--- config.mk ---
export PLATFORM = sky130hd
export DESIGN_NAME = lat_interlock
export DESIGN_NICKNAME = d
export VERILOG_FILES = /design/src/rtl/lat_interlock_pkg.sv /design/src/rtl/lat_interlock_sb.sv /design/src/rtl/lat_interlock_hazard.sv /design/src/rtl/lat_interlock_satcnt.sv /design/src/rtl/lat_interlock.sv
export SDC_FILE = /design/constraint.sdc
export NUM_CORES = 1
export LEC_CHECK = 0
export BUFFER_PORTS_ARGS = -buffer_cell sky130_fd_sc_hd__buf_2
export CAP_MARGIN = 10
export CELL_PAD_IN_SITES_DETAIL_PLACEMENT = 1
export CELL_PAD_IN_SITES_GLOBAL_PLACEMENT = 1
export CORE_MARGIN = 1.5
export CORE_UTILIZATION = 50
export CTS_CLUSTER_DIAMETER = 120
export DETAILED_ROUTE_END_ITERATION = 7
export PLACE_DENSITY = 0.77
export SYNTH_ARGS = -nofsm -noshare
export SYNTH_HDL_FRONTEND = slang
export SYNTH_HIERARCHICAL = 1
export SYNTH_SLANG_ARGS = --single-unit
export TNS_END_PERCENT = 50
--- constraint.sdc ---
create_clock -name clk -period 8.66 [get_ports clk]
set_input_delay 0.433 -clock clk [delete_from_list [all_inputs] [get_ports clk]]
set_output_delay 0.433 -clock clk [all_outputs]
set_load 0.01 [all_outputs]
--- src/rtl/lat_interlock_pkg.sv ---
`timescale 1ns/1ps
package lat_interlock_pkg;
   typedef enum logic [2:0] {
      CLS_NONE = 3'd0,
      CLS_INT  = 3'd1,
      CLS_FPOP = 3'd2,
      CLS_LDD  = 3'd3,
      CLS_STD  = 3'd4,
      CLS_BR   = 3'd5
   } op_cls_e;
endpackage

--- src/rtl/lat_interlock_sb.sv ---
`timescale 1ns/1ps
// One countdown and one producer tag per architectural register.
module lat_interlock_sb #(
   parameter int ENT_W     = 6,
   parameter int CNT_W     = 2,
   parameter bit HARD_ZERO = 1'b1
) (
   input  logic                          clk,
   input  logic                          rst_n,
   input  logic                          clr_i,
   input  logic                          wr_en_i,
   input  logic [ENT_W-1:0]              wr_idx_i,
   input  logic [CNT_W-1:0]              wr_cnt_i,
   input  logic                          wr_tag_i,
   output logic [2**ENT_W-1:0][CNT_W-1:0] cnt_o,
   output logic [2**ENT_W-1:0]            tag_o
);
   localparam int NENT = 2**ENT_W;

   for (genvar i = 0; i < NENT; i++) begin : g_ent
      if (HARD_ZERO && i == 0) begin : g_zero
         assign cnt_o[i] = '0;
         assign tag_o[i] = 1'b0;
      end else begin : g_live
         logic [CNT_W-1:0] cnt_q;
         logic             tag_q;
         always_ff @(posedge clk or negedge rst_n) begin
            if (!rst_n) begin
               cnt_q <= '0;
               tag_q <= 1'b0;
            end else if (wr_en_i && wr_idx_i == ENT_W'(i)) begin
               cnt_q <= wr_cnt_i;
               tag_q <= wr_tag_i;
            end else if (clr_i) begin
               cnt_q <= '0;
            end else if (cnt_q != '0) begin
               cnt_q <= cnt_q - 1'b1;
            end
         end
         assign cnt_o[i] = cnt_q;
         assign tag_o[i] = tag_q;
      end
   end
endmodule

--- src/rtl/lat_interlock_hazard.sv ---
`timescale 1ns/1ps
// Source lookup and class-pair threshold compare.
module lat_interlock_hazard
   import lat_interlock_pkg::*;
#(
   parameter int IDX_W     = 5,
   parameter int CNT_W     = 2,
   parameter int LAT_FPFP  = 3,
   parameter int LAT_FPST  = 2,
   parameter int LAT_LDFP  = 1,
   parameter int LAT_LDST  = 0,
   parameter int LAT_INTBR = 1
) (
   input  logic [2:0]                             cls_i,
   input  logic [1:0][IDX_W-1:0]                  src_i,
   input  logic [2**(IDX_W+1)-1:0][CNT_W-1:0]     cnt_i,
   input  logic [2**(IDX_W+1)-1:0]                tag_i,
   output logic                                   hazard_o
);
   logic [1:0] rd_en;
   logic [1:0] rd_fp;
   logic [1:0] hit;

   function automatic int lmax_f(input logic fp, input logic ld);
      if (!fp)     return LAT_INTBR;
      else if (ld) return LAT_LDFP;
      else         return LAT_FPFP;
   endfunction

   function automatic int need_f(input logic fp, input logic ld, input logic [2:0] cls);
      if (!fp)     return (cls == CLS_BR)   ? LAT_INTBR : 0;
      else if (ld) return (cls == CLS_FPOP) ? LAT_LDFP  : LAT_LDST;
      else         return (cls == CLS_FPOP) ? LAT_FPFP  : LAT_FPST;
   endfunction

   always_comb begin
      rd_en[0] = cls_i inside {CLS_INT, CLS_FPOP, CLS_LDD, CLS_STD, CLS_BR};
      rd_fp[0] = (cls_i == CLS_FPOP);
      rd_en[1] = cls_i inside {CLS_INT, CLS_FPOP, CLS_STD, CLS_BR};
      rd_fp[1] = cls_i inside {CLS_FPOP, CLS_STD};
   end

   for (genvar s = 0; s < 2; s++) begin : g_src
      logic [IDX_W:0]   ent;
      logic [CNT_W-1:0] cnt;
      logic             ld;
      assign ent    = {rd_fp[s], src_i[s]};
      assign cnt    = cnt_i[ent];
      assign ld     = tag_i[ent];
      assign hit[s] = rd_en[s] &&
                      (int'(cnt) > lmax_f(rd_fp[s], ld) - need_f(rd_fp[s], ld, cls_i));
   end

   assign hazard_o = |hit;
endmodule

--- src/rtl/lat_interlock_satcnt.sv ---
`timescale 1ns/1ps
module lat_interlock_satcnt #(
   parameter int W = 16
) (
   input  logic         clk,
   input  logic         rst_n,
   input  logic         inc_i,
   output logic [W-1:0] cnt_o
);
   always_ff @(posedge clk or negedge rst_n) begin
      if (!rst_n)                      cnt_o <= '0;
      else if (inc_i && cnt_o != '1)   cnt_o <= cnt_o + 1'b1;
   end
endmodule

--- src/rtl/lat_interlock.sv ---
`timescale 1ns/1ps
module lat_interlock
   import lat_interlock_pkg::*;
#(
   parameter int NREG      = 32,
   parameter int STALL_W   = 16,
   parameter int LAT_FPFP  = 3,
   parameter int LAT_FPST  = 2,
   parameter int LAT_LDFP  = 1,
   parameter int LAT_LDST  = 0,
   parameter int LAT_INTBR = 1
) (
   input  logic                    clk,
   input  logic                    rst_n,
   input  logic                    flush_i,
   input  logic                    dec_valid_i,
   input  logic [2:0]              dec_cls_i,
   input  logic [$clog2(NREG)-1:0] dec_dst_i,
   input  logic [$clog2(NREG)-1:0] dec_srca_i,
   input  logic [$clog2(NREG)-1:0] dec_srcb_i,
   output logic                    stall_o,
   output logic                    issue_o,
   output logic [STALL_W-1:0]      stall_cnt_o
);
   localparam int IDX_W    = $clog2(NREG);
   localparam int ENT_W    = IDX_W + 1;
   localparam int NENT     = 2**ENT_W;
   localparam int LMAX_FP  = (LAT_FPFP > LAT_LDFP) ? LAT_FPFP : LAT_LDFP;
   localparam int LMAX_ALL = (LMAX_FP > LAT_INTBR) ? LMAX_FP : LAT_INTBR;
   localparam int CNT_W    = $clog2(LMAX_ALL + 1);

   if (NREG < 2 || (2**IDX_W) != NREG) begin : g_bad_nreg
      $error("NREG must be a power of two, at least 2");
   end
   if (LAT_FPST > LAT_FPFP || LAT_LDST > LAT_LDFP) begin : g_bad_store
      $error("store latencies may not exceed the arithmetic reader latencies");
   end
   if (LAT_FPFP < 1 || LAT_LDFP < 1 || LAT_INTBR < 1) begin : g_bad_lat
      $error("producer latencies must be at least 1");
   end
   if (STALL_W < 1) begin : g_bad_cnt
      $error("STALL_W must be at least 1");
   end

   logic [NENT-1:0][CNT_W-1:0] sb_cnt;
   logic [NENT-1:0]            sb_tag;
   logic [1:0][IDX_W-1:0]      srcs;
   logic                       hazard;
   logic                       live;
   logic                       slot_q;
   logic                       wr_en;
   logic [ENT_W-1:0]           wr_idx;
   logic [CNT_W-1:0]           wr_cnt;
   logic                       wr_tag;

   assign srcs    = {dec_srcb_i, dec_srca_i};
   assign live    = dec_valid_i && (!flush_i || slot_q);
   assign stall_o = live && hazard;
   assign issue_o = live && !hazard;

   always_comb begin
      wr_en  = 1'b0;
      wr_idx = {1'b1, dec_dst_i};
      wr_cnt = CNT_W'(LAT_FPFP);
      wr_tag = 1'b0;
      case (dec_cls_i)
         CLS_INT: begin
            wr_en  = issue_o;
            wr_idx = {1'b0, dec_dst_i};
            wr_cnt = CNT_W'(LAT_INTBR);
         end
         CLS_FPOP: wr_en = issue_o;
         CLS_LDD: begin
            wr_en  = issue_o;
            wr_cnt = CNT_W'(LAT_LDFP);
            wr_tag = 1'b1;
         end
         default: wr_en = 1'b0;
      endcase
   end

   always_ff @(posedge clk or negedge rst_n) begin
      if (!rst_n)       slot_q <= 1'b0;
      else if (issue_o) slot_q <= (dec_cls_i == CLS_BR);
      else if (!stall_o) slot_q <= 1'b0;
   end

   lat_interlock_sb #(
      .ENT_W(ENT_W), .CNT_W(CNT_W), .HARD_ZERO(1'b1)
   ) u_sb (
      .clk(clk), .rst_n(rst_n), .clr_i(flush_i),
      .wr_en_i(wr_en), .wr_idx_i(wr_idx), .wr_cnt_i(wr_cnt), .wr_tag_i(wr_tag),
      .cnt_o(sb_cnt), .tag_o(sb_tag)
   );

   lat_interlock_hazard #(
      .IDX_W(IDX_W), .CNT_W(CNT_W),
      .LAT_FPFP(LAT_FPFP), .LAT_FPST(LAT_FPST), .LAT_LDFP(LAT_LDFP),
      .LAT_LDST(LAT_LDST), .LAT_INTBR(LAT_INTBR)
   ) u_hz (
      .cls_i(dec_cls_i), .src_i(srcs), .cnt_i(sb_cnt), .tag_i(sb_tag),
      .hazard_o(hazard)
   );

   lat_interlock_satcnt #(.W(STALL_W)) u_cnt (
      .clk(clk), .rst_n(rst_n), .inc_i(stall_o), .cnt_o(stall_cnt_o)
   );
endmodule

==> results.sh <==
export IMPL_grt_pass1_wl_mm=50.31
export IMPL_cp_required_ns=8.97
export IMPL_place_ws_ns=2.726
export IMPL_grt_ovfl_total=0
export IMPL_start_util_pct=51.43
export IMPL_cts_root_buf="clkbuf_16"
export IMPL_status="finished, final reports clean"
export IMPL_crit_type="in2reg"
export IMPL_hold_viol=0
export IMPL_setup_slack_ns=3.046
export IMPL_min_path_type="in2async"
export IMPL_gp_congestion=0.8383
export IMPL_port_buffers=39
export IMPL_diodes=0
export IMPL_drv_slew=0
export IMPL_numCtsBuffers=17
export IMPL_relSlewSlack_pct=38.13
export IMPL_skew_ns=0.01307
export IMPL_wl_per_cell_um=22.89
export IMPL_routed_wl_mm=30.86
export IMPL_drv_cap=0
export IMPL_area_growth_pct=7.722
export IMPL_drive_gt1_share_pct=28.46
export IMPL_power_density_nw_per_um2=291.6
export IMPL_cts_repair_resized=0
export IMPL_cts_tree="done"
export IMPL_drt_iter0_drc=544
export IMPL_grt_setup_unrepaired="no"
export IMPL_ant_nets=0
export IMPL_dieArea_um2=23500
export IMPL_crit_path_top_delay_cell="nor4_1"
export IMPL_design_core_area_um2=21960
export IMPL_whs_ns=0.06607
export IMPL_postCtsSetupRepairBufs=0
export IMPL_die_w_um=153.3
export IMPL_dp_hpwl_mm=21.45
export IMPL_fin_crit_ns=5.614
export IMPL_drt_pass1_iter_count=6
export IMPL_grt_pass1_vias=9137
export IMPL_path_cells="buf_2, mux4_2, mux4_2, nor2b_1, a221o_1, o221ai_1, ha_1, o22ai_1, o311a_1, nor4_1, nand3_1, nor4_1, nor3b_2, nand2_1, mux2_2"
export IMPL_clk_pin_slew_ns=0.07
export IMPL_leakage_nw=5.263
export IMPL_ctsHoldBuffers=0
export IMPL_cp_start_kind="primary input"
export IMPL_clk_latency_ns=0.44
export IMPL_fin_crit_sh_pct=64.83
export IMPL_num_rows=54
export IMPL_clkSinkCount=143
export IMPL_crit_fanout=26
export IMPL_vias_per_cell=6.220
export IMPL_synth_area_um2=11290
export IMPL_final_nets=1143
export IMPL_cts_htree_levels=4
export IMPL_utilization_pct=55.40
export IMPL_fp_dieH_um=153.3
export IMPL_crit_path_end_kind="flip-flop"
export IMPL_setup_tns_ns=0
export IMPL_io_pins=40
export IMPL_max_freq_mhz=178.1
export IMPL_vias=8385
export IMPL_max_stage_delay_ns=0.85
export IMPL_irDropWorstVdd_mv=0.1485
export IMPL_tightest_slew_ns=0.9280
export IMPL_setup_viol=0
export IMPL_synth_warnings=6
export IMPL_clock_path_buffers=2
export IMPL_antenna_found_initial=0
export IMPL_grt_usage_pct=27.81
export IMPL_syn_area_per_cell_um2=10.74
export IMPL_arrival_ns=5.92
export IMPL_remaining_drc_errors=0
export IMPL_synth_cells=1052
export IMPL_grt_max_degree=86
[metrics by stage]
stage               cell area (um^2)  std cells  power (mW)
floorplan                      11300       1053       2.380
global placement               11610       1316       2.673
detailed placement             11610       1316       2.803
CTS                            12170       1348       3.549
global route                   12170       1348       3.818
finish                         12170       1348       3.548
[state kept, by name (all words and copies together), names as in the netlist]
register and cells:
u_sb/g_ent.g_live.cnt_q 126, slot_q 1, u_cnt/cnt_o 16
[critical path, delay by kind of cell]
| kind | cells | cell delay [ns] |
|---|---|---|
| adder cells (fa/ha/maj) | 1 | 0.18 |
| AND/OR/NAND/NOR | 6 | 2.61 |
| buffers and inverters | 1 | 0.65 |
| AO/OA/AOI/OAI | 4 | 0.60 |
| multiplexers | 3 | 1.43 |
[path summary, 6_finish.rpt]
check | startpoint | endpoint | slack [ns] | cells past startpoint
worst max-delay path | dec_srcb_i[0] | u_sb/g_ent[10].g_live.cnt_q[1] | 3.05 | 15
worst min-delay path | rst_n | u_sb/g_ent[46].g_live.cnt_q[0] | 0.07 | 1
worst max register to register | u_sb/g_ent[7].g_live.cnt_q[0] | u_sb/g_ent[10].g_live.cnt_q[1] | 3.25 | 14
max in group asynchronous | rst_n | u_sb/g_ent[21].g_live.cnt_q[0] | 7.26 | 2
worst min register to register | u_cnt/cnt_o[15] | u_cnt/cnt_o[15] | 0.53 | 1
min in group clk | dec_valid_i | slot_q | 0.35 | 3
[layout by cell type, fill, tap and decap left out, types with 5 or more instances in the layout]
master and count:
a21oi_1 5, nor2b_1 67, nor2_1 86, o21a_1 6, a31oi_1 5, xor2_1 66, clkbuf_16 17, inv_1 131
a211oi_1 63, inv_6 6, nand2_1 50, nand3_1 9, buf_2 37, mux2_2 128, xnor2_1 5, dfrtp_1 143
mux4_2 76, nand4_1 9, ha_1 66
[layout make-up]
type | count | area (um^2)
multi-input cells | 720 | 6968
well taps | 280 | 350.3
clock buffers | 17 | 425.4
clock inverters | 15 | 125.1
inverters | 131 | 491.7
repair buffers | 42 | 226.5
flip-flops and latches | 143 | 3578
fillers | 2345 | 9793
[power breakdown]
| group | switching, mW | internal [mW] | total, mW | leakage [nW] |
|---|---|---|---|---|
| registers | 0.299 | 0.898 | 1.20 | 1.87 |
| logic | 0.757 | 0.884 | 1.64 | 3.13 |
| clock network | 0.334 | 0.375 | 0.709 | 0.265 |
| total | 1.39 | 2.16 | 3.55 | 5.26 |
[routing by layer]
metal / part of all wire (%) / up-vias / track usage (%)
met3: 4.6 / 36 / 4.820
met1: 45 / 4359 / 37.65
met4: 2.1 / 0 / 8.637
met5: 0 / - / 0
li1: - / 3727 / -
met2: 49 / 263 / 45.67
No activity file was read; power rests on OpenSTA's default activity.
